[src/rtl/mp_pkg.sv]
package mp_pkg;

   typedef enum logic {
      DEC_PARTIAL = 1'b0,
      DEC_FULL    = 1'b1
   } dec_mode_e;

   function automatic int unsigned ones_in(input longint unsigned v);
      int unsigned n;
      n = 0;
      for (int i = 0; i < 64; i++) n += int'(v[i]);
      return n;
   endfunction

endpackage

[src/rtl/mp_edge_sync.sv]
module mp_edge_sync #(
   parameter int STAGES = 2
) (
   input  logic clk_i,
   input  logic rst_i,
   input  logic din_i,
   output logic fall_o
);
   localparam int LAST = STAGES - 1;

   logic [STAGES-1:0] sync_q;
   logic              prev_q;
   logic              fall_q;

   generate
      for (genvar i = 0; i < STAGES; i++) begin : g_stage
         if (i == 0) begin : g_first
            always_ff @(posedge clk_i or posedge rst_i) begin
               if (rst_i) sync_q[i] <= 1'b0;
               else       sync_q[i] <= din_i;
            end
         end else begin : g_next
            always_ff @(posedge clk_i or posedge rst_i) begin
               if (rst_i) sync_q[i] <= 1'b0;
               else       sync_q[i] <= sync_q[i-1];
            end
         end
      end
   endgenerate

   always_ff @(posedge clk_i or posedge rst_i) begin
      if (rst_i) begin
         prev_q <= 1'b0;
         fall_q <= 1'b0;
      end else begin
         prev_q <= sync_q[LAST];
         fall_q <= prev_q & ~sync_q[LAST];
      end
   end

   assign fall_o = fall_q;
endmodule

[src/rtl/mp_counter.sv]
module mp_counter #(
   parameter int W = 12
) (
   input  logic         clk_i,
   input  logic         rst_i,
   input  logic         inc_i,
   input  logic         clr_i,
   output logic [W-1:0] cnt_o
);
   logic [W-1:0] cnt_q;

   always_ff @(posedge clk_i or posedge rst_i) begin
      if (rst_i)      cnt_q <= '0;
      else if (clr_i) cnt_q <= '0;
      else if (inc_i) cnt_q <= cnt_q + 1'b1;
   end

   assign cnt_o = cnt_q;
endmodule

[src/rtl/mp_term_decode.sv]
module mp_term_decode
   import mp_pkg::*;
#(
   parameter int          W    = 12,
   parameter int unsigned TERM = 3600,
   parameter dec_mode_e   MODE = DEC_PARTIAL
) (
   input  logic         clk_i,
   input  logic         rst_i,
   input  logic [W-1:0] cnt_i,
   output logic         hit_o,
   output logic         pulse_o
);
   localparam logic [W-1:0] MASK = W'(TERM);

   logic pulse_q;

   generate
      if (MODE == DEC_PARTIAL) begin : g_partial
         logic [W-1:0] sel;
         for (genvar i = 0; i < W; i++) begin : g_bit
            if (MASK[i]) begin : g_watch
               assign sel[i] = cnt_i[i];
            end else begin : g_skip
               assign sel[i] = 1'b1;
            end
         end
         assign hit_o = &sel;
      end else begin : g_full
         assign hit_o = (cnt_i == MASK);
      end
   endgenerate

   always_ff @(posedge clk_i or posedge rst_i) begin
      if (rst_i) pulse_q <= 1'b0;
      else       pulse_q <= hit_o;
   end

   assign pulse_o = pulse_q;
endmodule

[src/rtl/minute_pulse_gen.sv]
module minute_pulse_gen
   import mp_pkg::*;
#(
   parameter int          CNT_W       = 12,
   parameter int unsigned TERM_CNT    = 3600,
   parameter int          SYNC_STAGES = 2,
   parameter dec_mode_e   DEC_MODE    = DEC_PARTIAL
) (
   input  logic             clk_i,
   input  logic             rst_i,
   input  logic             mains_i,
   output logic             pulse_o,
   output logic [CNT_W-1:0] count_o
);
   localparam longint unsigned CNT_SPAN = longint'(1) << CNT_W;

   generate
      if (CNT_W < 2 || CNT_W > 32) begin : g_bad_width
         $error("minute_pulse_gen: CNT_W must lie in 2..32");
      end
      if (TERM_CNT < 1 || longint'(TERM_CNT) >= CNT_SPAN) begin : g_bad_term
         $error("minute_pulse_gen: TERM_CNT must be nonzero and fit in CNT_W bits");
      end
      if (ones_in(longint'(TERM_CNT)) < 1) begin : g_bad_mask
         $error("minute_pulse_gen: terminal value has no set bit to decode");
      end
      if (SYNC_STAGES < 2) begin : g_bad_sync
         $error("minute_pulse_gen: SYNC_STAGES must be at least 2");
      end
   endgenerate

   logic             step;
   logic             hit;
   logic [CNT_W-1:0] cnt;

   mp_edge_sync #(
      .STAGES (SYNC_STAGES)
   ) u_sync (
      .clk_i  (clk_i),
      .rst_i  (rst_i),
      .din_i  (mains_i),
      .fall_o (step)
   );

   mp_counter #(
      .W (CNT_W)
   ) u_cnt (
      .clk_i (clk_i),
      .rst_i (rst_i),
      .inc_i (step),
      .clr_i (hit),
      .cnt_o (cnt)
   );

   mp_term_decode #(
      .W    (CNT_W),
      .TERM (TERM_CNT),
      .MODE (DEC_MODE)
   ) u_dec (
      .clk_i   (clk_i),
      .rst_i   (rst_i),
      .cnt_i   (cnt),
      .hit_o   (hit),
      .pulse_o (pulse_o)
   );

   assign count_o = cnt;
endmodule

[config.mk]
export PLATFORM = sky130hd
export DESIGN_NAME = minute_pulse_gen
export DESIGN_NICKNAME = d
export VERILOG_FILES = /design/src/rtl/mp_pkg.sv /design/src/rtl/mp_edge_sync.sv /design/src/rtl/mp_counter.sv /design/src/rtl/mp_term_decode.sv /design/src/rtl/minute_pulse_gen.sv
export SDC_FILE = /design/constraint.sdc
export NUM_CORES = 1
export LEC_CHECK = 0
export BUFFER_PORTS_ARGS = -buffer_cell sky130_fd_sc_hd__clkbuf_2
export CAP_MARGIN = 20
export CORE_MARGIN = 3
export CORE_UTILIZATION = 45
export CTS_CLUSTER_DIAMETER = 80
export DETAILED_ROUTE_END_ITERATION = 6
export PLACE_DENSITY = 0.66
export SYNTH_ARGS = -nofsm -noshare
export SYNTH_HDL_FRONTEND = slang
export SYNTH_SLANG_ARGS = --single-unit
export TNS_END_PERCENT = 1
[constraint.sdc]
create_clock -name clk_i -period 2.1 [get_ports clk_i]
set_input_delay 0.21 -clock clk_i [delete_from_list [all_inputs] [get_ports clk_i]]
set_output_delay 0.21 -clock clk_i [all_outputs]
set_load 0.01 [all_outputs]
Word level (Yosys, flattened, before mapping)

Cells that the tools add are included.

Output and inout port bits: 13
Input port bits: 3
Logic and storage cells: 13
Bits in registers: 17

Bitwise logic cells: 2
Reduce and logical (&&, ||, !) cells: 2
Mux-type cells: 2
Add/sub/neg operators: 1

Operators by type and width:

| operator                                                         | number |
|---|---|
| 12-bit two-way mux                                               | 2 |
| 12-bit by 1-bit adder with 12-bit output (second input constant) | 1 |
| 4-bit AND reduction                                              | 1 |
| 2-bit nonzero test                                               | 1 |
| 1-bit AND                                                        | 1 |
| 1-bit inverter                                                   | 1 |

Logic depth before layout (Yosys ltp)

Gate-level depths: netlist (run 1).

Word-level depth: 3
Mapped depth: 4
Mapped depth without buffers: 4

Modules after synthesis

Synthesis (run 1) repeated with hierarchy kept, for this count alone.

Cell total of the unflattened synthesis: 71
Area total of the unflattened synthesis: 770.7 sq um

Modules (own cells, without submodules):

| module         | area each (sq um) | cells each | instances |
|---|---|---|---|
| mp_counter     | 615.6             | 62         | 1 |
| mp_edge_sync   | 117.6             | 6          | 1 |
| mp_term_decode | 37.5              | 3          | 1 |

Worst setup path before layout (run 1)

OpenSTA, ideal clock, no wires.

Path type: register to register
Start point: register u_cnt.cnt_q[0] (netlist: u_cnt.cnt_o[0])
End point: register u_cnt.cnt_q[8] (netlist: u_cnt.cnt_o[8])
Slack: 0.611 ns
Path buffers: 0
Arrival time: 1.412 ns
Library setup time: 0.077 ns
Stages on the path, launching flop included: 5
Cells stage by stage: dfrtp_1 -> ha_1 -> nand3_1 -> or4b_1 -> a21oi_1

Word-level cells in the longest chain between the ends: 3

RTL lines:

| item                                     | RTL line         | RTL |
|---|---|---|
| start: declaration                       | mp_counter.sv:10 | `logic [W-1:0] cnt_q;` |
| start signal: assignment                 | mp_counter.sv:15 | `else if (inc_i) cnt_q <= cnt_q + 1'b1;` |
| 12-bit by 1-bit adder with 12-bit output | mp_counter.sv:15 |  |
| 12-bit two-way mux                       | mp_counter.sv:15 |  |
| 12-bit two-way mux                       | mp_counter.sv:14 | `else if (clr_i) cnt_q <= '0;` |

No other way between the ends. The select of a mux whose other input is x is not followed.
A chain may end at the register's enable or synchronous reset.

Worst setup path after layout (run 1)

Same ends and word-level chain as after synthesis.

==> summary.txt, run 1 <==
clk slew on worst S/H paths -> 0.11 ns
Initial DRC Count -> 21
Hold Crit Class -> input pin to flip-flop
Rel. slew slack -> 57.56%
vias per cell -> 5.750
TNS Setup -> 0 ns
pwr/cell area -> 1003 nW/um2
outcome -> finished, final reports clean
global-route wire length before repair -> 2532 um
CTS sink cnt -> 17
global route overflow -> 0
post_cts resized -> 0
worst-margin pin slew -> 0.6358 ns
Core ar. -> 1399 um2
drt first pass iters -> 4
register bit total from synthesis -> 17
# setup viols final -> 0
total CTS buffers -> 3
layout cell share with drive strength beyond 1 -> 27.16%
Clk Tree Root Cell -> clkbuf_4
Placed Area -> 810.8 um2
placed cells -> 91
Max Fclk -> 630.9 MHz
synth warn -> 0
routed wire length -> 1451 um
Yosys top cell by area -> dfrtp_1
die width -> 46.06 um
Final Wtd Congestion -> 0.7103
CTS tree -> built
Die ar. -> 2121 um2
Ports -> 16
Synth area leaders -> dfrtp_1 (59%), xor2_1 (3.6%), nand4_1 (3.5%)
fin. max-slew vios -> 0
Post-Syn Area -> 721.9 um2
Net count, final -> 86
RSZ-0062 raised after global routing -> false
Starting Density -> 51.61%
post-route ant nets -> 0
Yosys top cell area share -> 58.93%
fin crit period -> 1.585 ns
Req. time, crit path -> 2.32 ns
VDD IR max -> 0.0008318 V
library cells used by synthesis -> 23
Die Ht -> 46.06 um
synthesized area per cell -> 11.64 um2
crit end category -> flip-flop
non-filler cells, final -> 96
vias after detailed routing -> 552
CP max FO -> 5
Detail Placement HPWL -> 986.7 um
Final Hold Fails -> 0
Antenna Cells -> 0
leakage -> 0.4052 nW
Std-Cell Rows -> 13
I/O Buffers -> 15
WS Path Type -> flip-flop to flip-flop
Total GRT Usage -> 17.13%
sequential area share after synthesis -> 58.93%
Tcrit/Tclk final -> 75.48%
largest net degree at the start of global routing -> 18
number of global-route vias before repair -> 547
Clk Latency, worst-skew pair -> 0.29 ns
average wire per standard cell -> 15.11 um
Post-route DRC -> 0
fin area -> 848.3 um2
startpoint types -> flip-flop
H-tree depth -> 1
Clock Path Buffers -> 2
syn_nets -> 66
area grow syn2layout -> 17.50%
skew final -> 0.008573 ns
Cells after Synth -> 62
CP Data Arrival Time -> 1.80 ns
antenna violations before repair -> 0
Max Cap Viol -> 0
[layer usage]
metal / GRT usage [%] / part of all wire, %
met1: 24.44 / 51
met2: 24.45 / 43
met3: 3.516 / 4.2
met4: 8.523 / 0.90
met5: 0 / 0
[worst paths after layout]
path	from	endpoint	slack [ns]	cells after the start
setup reg to reg	u_cnt.cnt_o[0]$_DFFE_PP0P_	u_cnt.cnt_o[8]$_DFFE_PP0P_	0.51	4
hold / removal	mains_i	u_sync.sync_q[0]$_DFF_PP0_	0.01	1
setup / recovery	u_cnt.cnt_o[0]$_DFFE_PP0P_	u_cnt.cnt_o[8]$_DFFE_PP0P_	0.51	4
max in group asynchronous	rst_i	u_cnt.cnt_o[8]$_DFFE_PP0P_	1.16	3
hold reg to reg	u_sync.sync_q[0]$_DFF_PP0_	u_sync.sync_q[1]$_DFF_PP0_	0.36	0
min in group asynchronous	rst_i	u_dec.pulse_o$_DFF_PP0_	0.52	3
[logic make-up (layout without fill, tap and decap cells)]
family,after synthesis,after routing,synth area share (%)
buf+inv,3,22,1.731
xor+xnor,4,4,4.854
compound gates,13,13,11.44
flops,17,17,58.93
fa+ha+maj,1,1,1.733
mux,1,1,1.387
simple gates,23,23,19.93
[placed cells by master, fill, tap and decap left out]
| cell | n |
|---|---|
| clkinv_2 | 1 |
| inv_2 | 1 |
| nor2_1 | 5 |
| o41ai_1 | 2 |
| nor2b_1 | 1 |
| or3_1 | 3 |
| nand4_4 | 1 |
| xnor2_1 | 1 |
| nand4_2 | 1 |
| o21ai_0 | 4 |
| o311ai_0 | 2 |
| inv_1 | 1 |
| clkbuf_2 | 15 |
| mux2i_1 | 1 |
| a21oi_1 | 4 |
| or4b_1 | 1 |
| o21a_1 | 1 |
| clkbuf_4 | 3 |
| dfrtp_1 | 17 |
| nand2_1 | 4 |
| nand3_1 | 2 |
| nor4_1 | 1 |
| nand4_1 | 4 |
| xor2_1 | 3 |
| ha_1 | 1 |
| dlygate4sd3_1 | 1 |
[registers in the layout, indices dropped and copies added (netlist names)]
register       cells
u_sync.fall_o      1
u_sync.prev_q      1
u_dec.pulse_o      1
u_sync.sync_q      2
u_cnt.cnt_o       12
[worst max-delay path, stage by stage (launching register included)]
cell	delay, ns
dfrtp_1	0.44
ha_1	0.27
nand3_1	0.12
or4b_1	0.52
a21oi_1	0.16
[synthesized netlist by cell type]
cell,instances
or4b_1,1
inv_2,1
nand4_2,1
nor2_1,5
nand4_1,4
nor2b_1,1
dfrtp_1,17
nand3_1,2
o21a_1,1
inv_1,1
ha_1,1
xnor2_1,1
buf_2,1
nand2_1,4
o41ai_1,2
o21ai_0,4
xor2_1,3
or3_1,3
o311ai_0,2
a21oi_1,4
mux2i_1,1
nand4_4,1
nor4_1,1
[layout make-up]
class,count,area [um2]
fillers,138,550.5
multi-input cells,42,284.0
well taps,15,18.77
repair buffers,16,85.08
inverters,2,7.507
clock buffers,3,22.52
flip-flops and latches,17,425.4
clock inverters,1,5.005
[power by group]
group          total [mW]  switching (mW)  internal, mW
clock network       0.177           0.106        0.0708
registers           0.484           0.103         0.381
logic               0.189           0.103        0.0866
[per-stage QoR]
| step | setup slack (ns) | hold WS [ns] | power [mW] | utilization [%] |
|---|---|---|---|---|
| after floorplan | 0.6108 | 0.1361 | 0.5884 | - |
| after global placement | 0.6260 | 0.2948 | 0.6657 | 57.96 |
| after detailed placement | 0.5349 | 0.3120 | 0.6801 | 57.96 |
| after CTS | 0.5021 | 0.008514 | 0.8563 | 60.64 |
| after global routing | 0.4484 | 0.002886 | 0.9021 | 60.64 |
| final | 0.5149 | 0.01425 | 0.8504 | 60.64 |
[what timing repair did]
item / CTS / global route
endpoints found under the hold margin: 17 / 0
hold buffers: 1 / 0
setup buffers: 0 / 0
Power figures use the tool's default switching activity.
==> inputs of run 2 (changes only) <==
==> constraint.sdc (replaced) <==
create_clock -name clk_i -period 1.65 [get_ports clk_i]
set_input_delay 0.165 -clock clk_i [delete_from_list [all_inputs] [get_ports clk_i]]
set_output_delay 0.165 -clock clk_i [all_outputs]
set_load 0.01 [all_outputs]
==> summary.txt, run 2 (synthesized netlist as in run 1, its figures left out) <==
outcome -> finished, final reports clean
Initial DRC Count -> 8
switching share of power -> 34.31%
net switching power -> 0.3707 mW
r2r setup slk -> 0.13 ns
worst hold slack -> 0.3549 ns
antenna violations before repair -> 0
fin area -> 867.1 um2
Antenna Cells -> 0
Ports -> 16
fin. max-slew vios -> 0
hold endpoint -> u_sync.sync_q[1]$_DFF_PP0_
worst-margin pin slew -> 0.5931 ns
Die ar. -> 2121 um2
Final Hold Fails -> 0
fin crit period -> 1.521 ns
Max Cap Viol -> 0
startpoint types -> flip-flop
non-filler cells, final -> 98
Hold Path Depth -> 0
met3 GRT Util -> 6.641%
HP Start -> u_sync.sync_q[0]$_DFF_PP0_
Tcrit/Tclk final -> 92.16%
Die Ht -> 46.06 um
I/O Buffers -> 15
Worst Setup Slack, final -> 0.1294 ns
total CTS buffers -> 3
global route overflow -> 0
crit end category -> flip-flop
Hold Crit Class -> flip-flop to flip-flop
Largest register FFs -> 12
Std-Cell Rows -> 13
combinational power share -> 25.6%
Max Fclk -> 657.6 MHz
global-route wire length before repair -> 2325 um
P_int -> 0.7098 mW
met2 usage -> 22.53%
Placed Area -> 818.3 um2
average wire per standard cell -> 13.15 um
Post-Place Worst Slack -> 0.1192 ns
leakage -> 0.4099 nW
CTS sink cnt -> 17
CP max FO -> 5
RSZ-0062 raised after global routing -> false
number of global-route vias before repair -> 508
Total GRT Usage -> 15.86%
Seq pwr share -> 54.9%
drt first pass iters -> 4
routed wire length -> 1289 um
Core ar. -> 1399 um2
largest net degree at the start of global routing -> 18
layout cell share with drive strength beyond 1 -> 27.71%
CTS tree -> built
most frequent cells in the layout -> dfrtp_1 (17), clkbuf_2 (15), nor2_1 (5)
WS Path Type -> flip-flop to flip-flop
Starting Density -> 51.61%
Detail Placement HPWL -> 913.3 um
Rel. slew slack -> 60.42%
CP Data Arrival Time -> 1.73 ns
gr busiest metal -> met2
R2R Path Start -> u_cnt.cnt_o[0]$_DFFE_PP0P_
Clock power frac -> 19.5%
VDD IR max -> 0.0009828 V
clk slew on worst S/H paths -> 0.09 ns
pwr/cell area -> 1246 nW/um2
commonest non-fill, non-tap cell in the layout -> dfrtp_1
H-tree depth -> 1
die width -> 46.06 um
worst reg2reg endpoint -> u_cnt.cnt_o[8]$_DFFE_PP0P_
Final Wtd Congestion -> 0.7094
post-route ant nets -> 0
Clk Tree Root Cell -> clkbuf_4
area grow syn2layout -> 20.10%
vias after detailed routing -> 551
Req. time, crit path -> 1.86 ns
vias per cell -> 5.622
placed cells -> 92
Post-route DRC -> 0
R2R depth -> 4
# setup viols final -> 0
TNS Setup -> 0 ns
Net count, final -> 88
# fillers -> 129
skew final -> 0.001827 ns
Clk Latency, worst-skew pair -> 0.28 ns
met1 GRT Util -> 21.73%
Clock Path Buffers -> 2
==> run 2: cell count changes in the layout (fill, tap and decap cells not counted), sizes merged <==
cell and change:
buf +1, clkbuf +1, clkinv -1, dlygate4sd3 +1
==> run 2: worst max path at each step <==
stage / start / to / slack (ns) / depth (start not counted)
6_report: u_cnt.cnt_o[0]$_DFFE_PP0P_ / u_cnt.cnt_o[8]$_DFFE_PP0P_ / 0.13 / 4
3_3_place_gp: u_cnt.cnt_o[0]$_DFFE_PP0P_ / u_cnt.cnt_o[8]$_DFFE_PP0P_ / 0.17 / 4
4_1_cts: u_cnt.cnt_o[0]$_DFFE_PP0P_ / u_cnt.cnt_o[8]$_DFFE_PP0P_ / 0.09 / 4
5_1_grt: u_cnt.cnt_o[0]$_DFFE_PP0P_ / u_cnt.cnt_o[8]$_DFFE_PP0P_ / 0.02 / 4
2_1_floorplan: u_cnt.cnt_o[0]$_DFFE_PP0P_ / u_cnt.cnt_o[8]$_DFFE_PP0P_ / 0.16 / 4
3_5_place_dp: u_cnt.cnt_o[0]$_DFFE_PP0P_ / u_cnt.cnt_o[8]$_DFFE_PP0P_ / 0.12 / 4
==> run 2: layer usage <==
| layer | up-vias | part of all wire, % | wire length [um] |
|---|---|---|---|
| li1 | 275 | - | - |
| met1 | 258 | 48 | 621 |
| met2 | 16 | 44 | 565 |
| met3 | 2 | 6.8 | 88 |
| met4 | 0 | 1.1 | 14 |
| met5 | - | 0 | 0 |
==> run 2: area by class of cell <==
class                      count  area [um2]  area share [%]
clock buffer                   4       26.28           3.030
inverter                       2       7.507          0.8658
multi-input combinational     42       286.5           33.04
sequential                    17       425.4           49.06
tap                           15       18.77           2.165
timing repair buffer          18       102.6           11.83
==> run 2: timing repair <==
item,in CTS,in global routing
setup endpoints to repair,0,1
setup buffers,0,0
hold endpoints to repair,18,0
resized for setup,0,1
hold buffers,2,0
==> run 2: stage by stage <==
step,utilization [%],total power [mW]
after floorplan,-,0.7489
after CTS,61.81,1.087
after global placement,58.50,0.8647
final,61.99,1.081
after global routing,61.99,1.153
after detailed placement,58.50,0.8725
==> run 2: power groups by stage <==
stage / combinational [mW] / clock [mW] / sequential [mW]
after floorplan: 0.125 / 0 / 0.624
final: 0.276 / 0.211 / 0.594
after detailed placement: 0.272 / 0 / 0.601
after global routing: 0.310 / 0.238 / 0.606
after global placement: 0.269 / 0 / 0.596
after CTS: 0.276 / 0.219 / 0.592
==> run 2: critical path, cell delays in order (launching register included) <==
cell	delay, ns
dfrtp_1	0.43
ha_2	0.25
nand3_1	0.11
or4b_1	0.51
a21oi_1	0.15
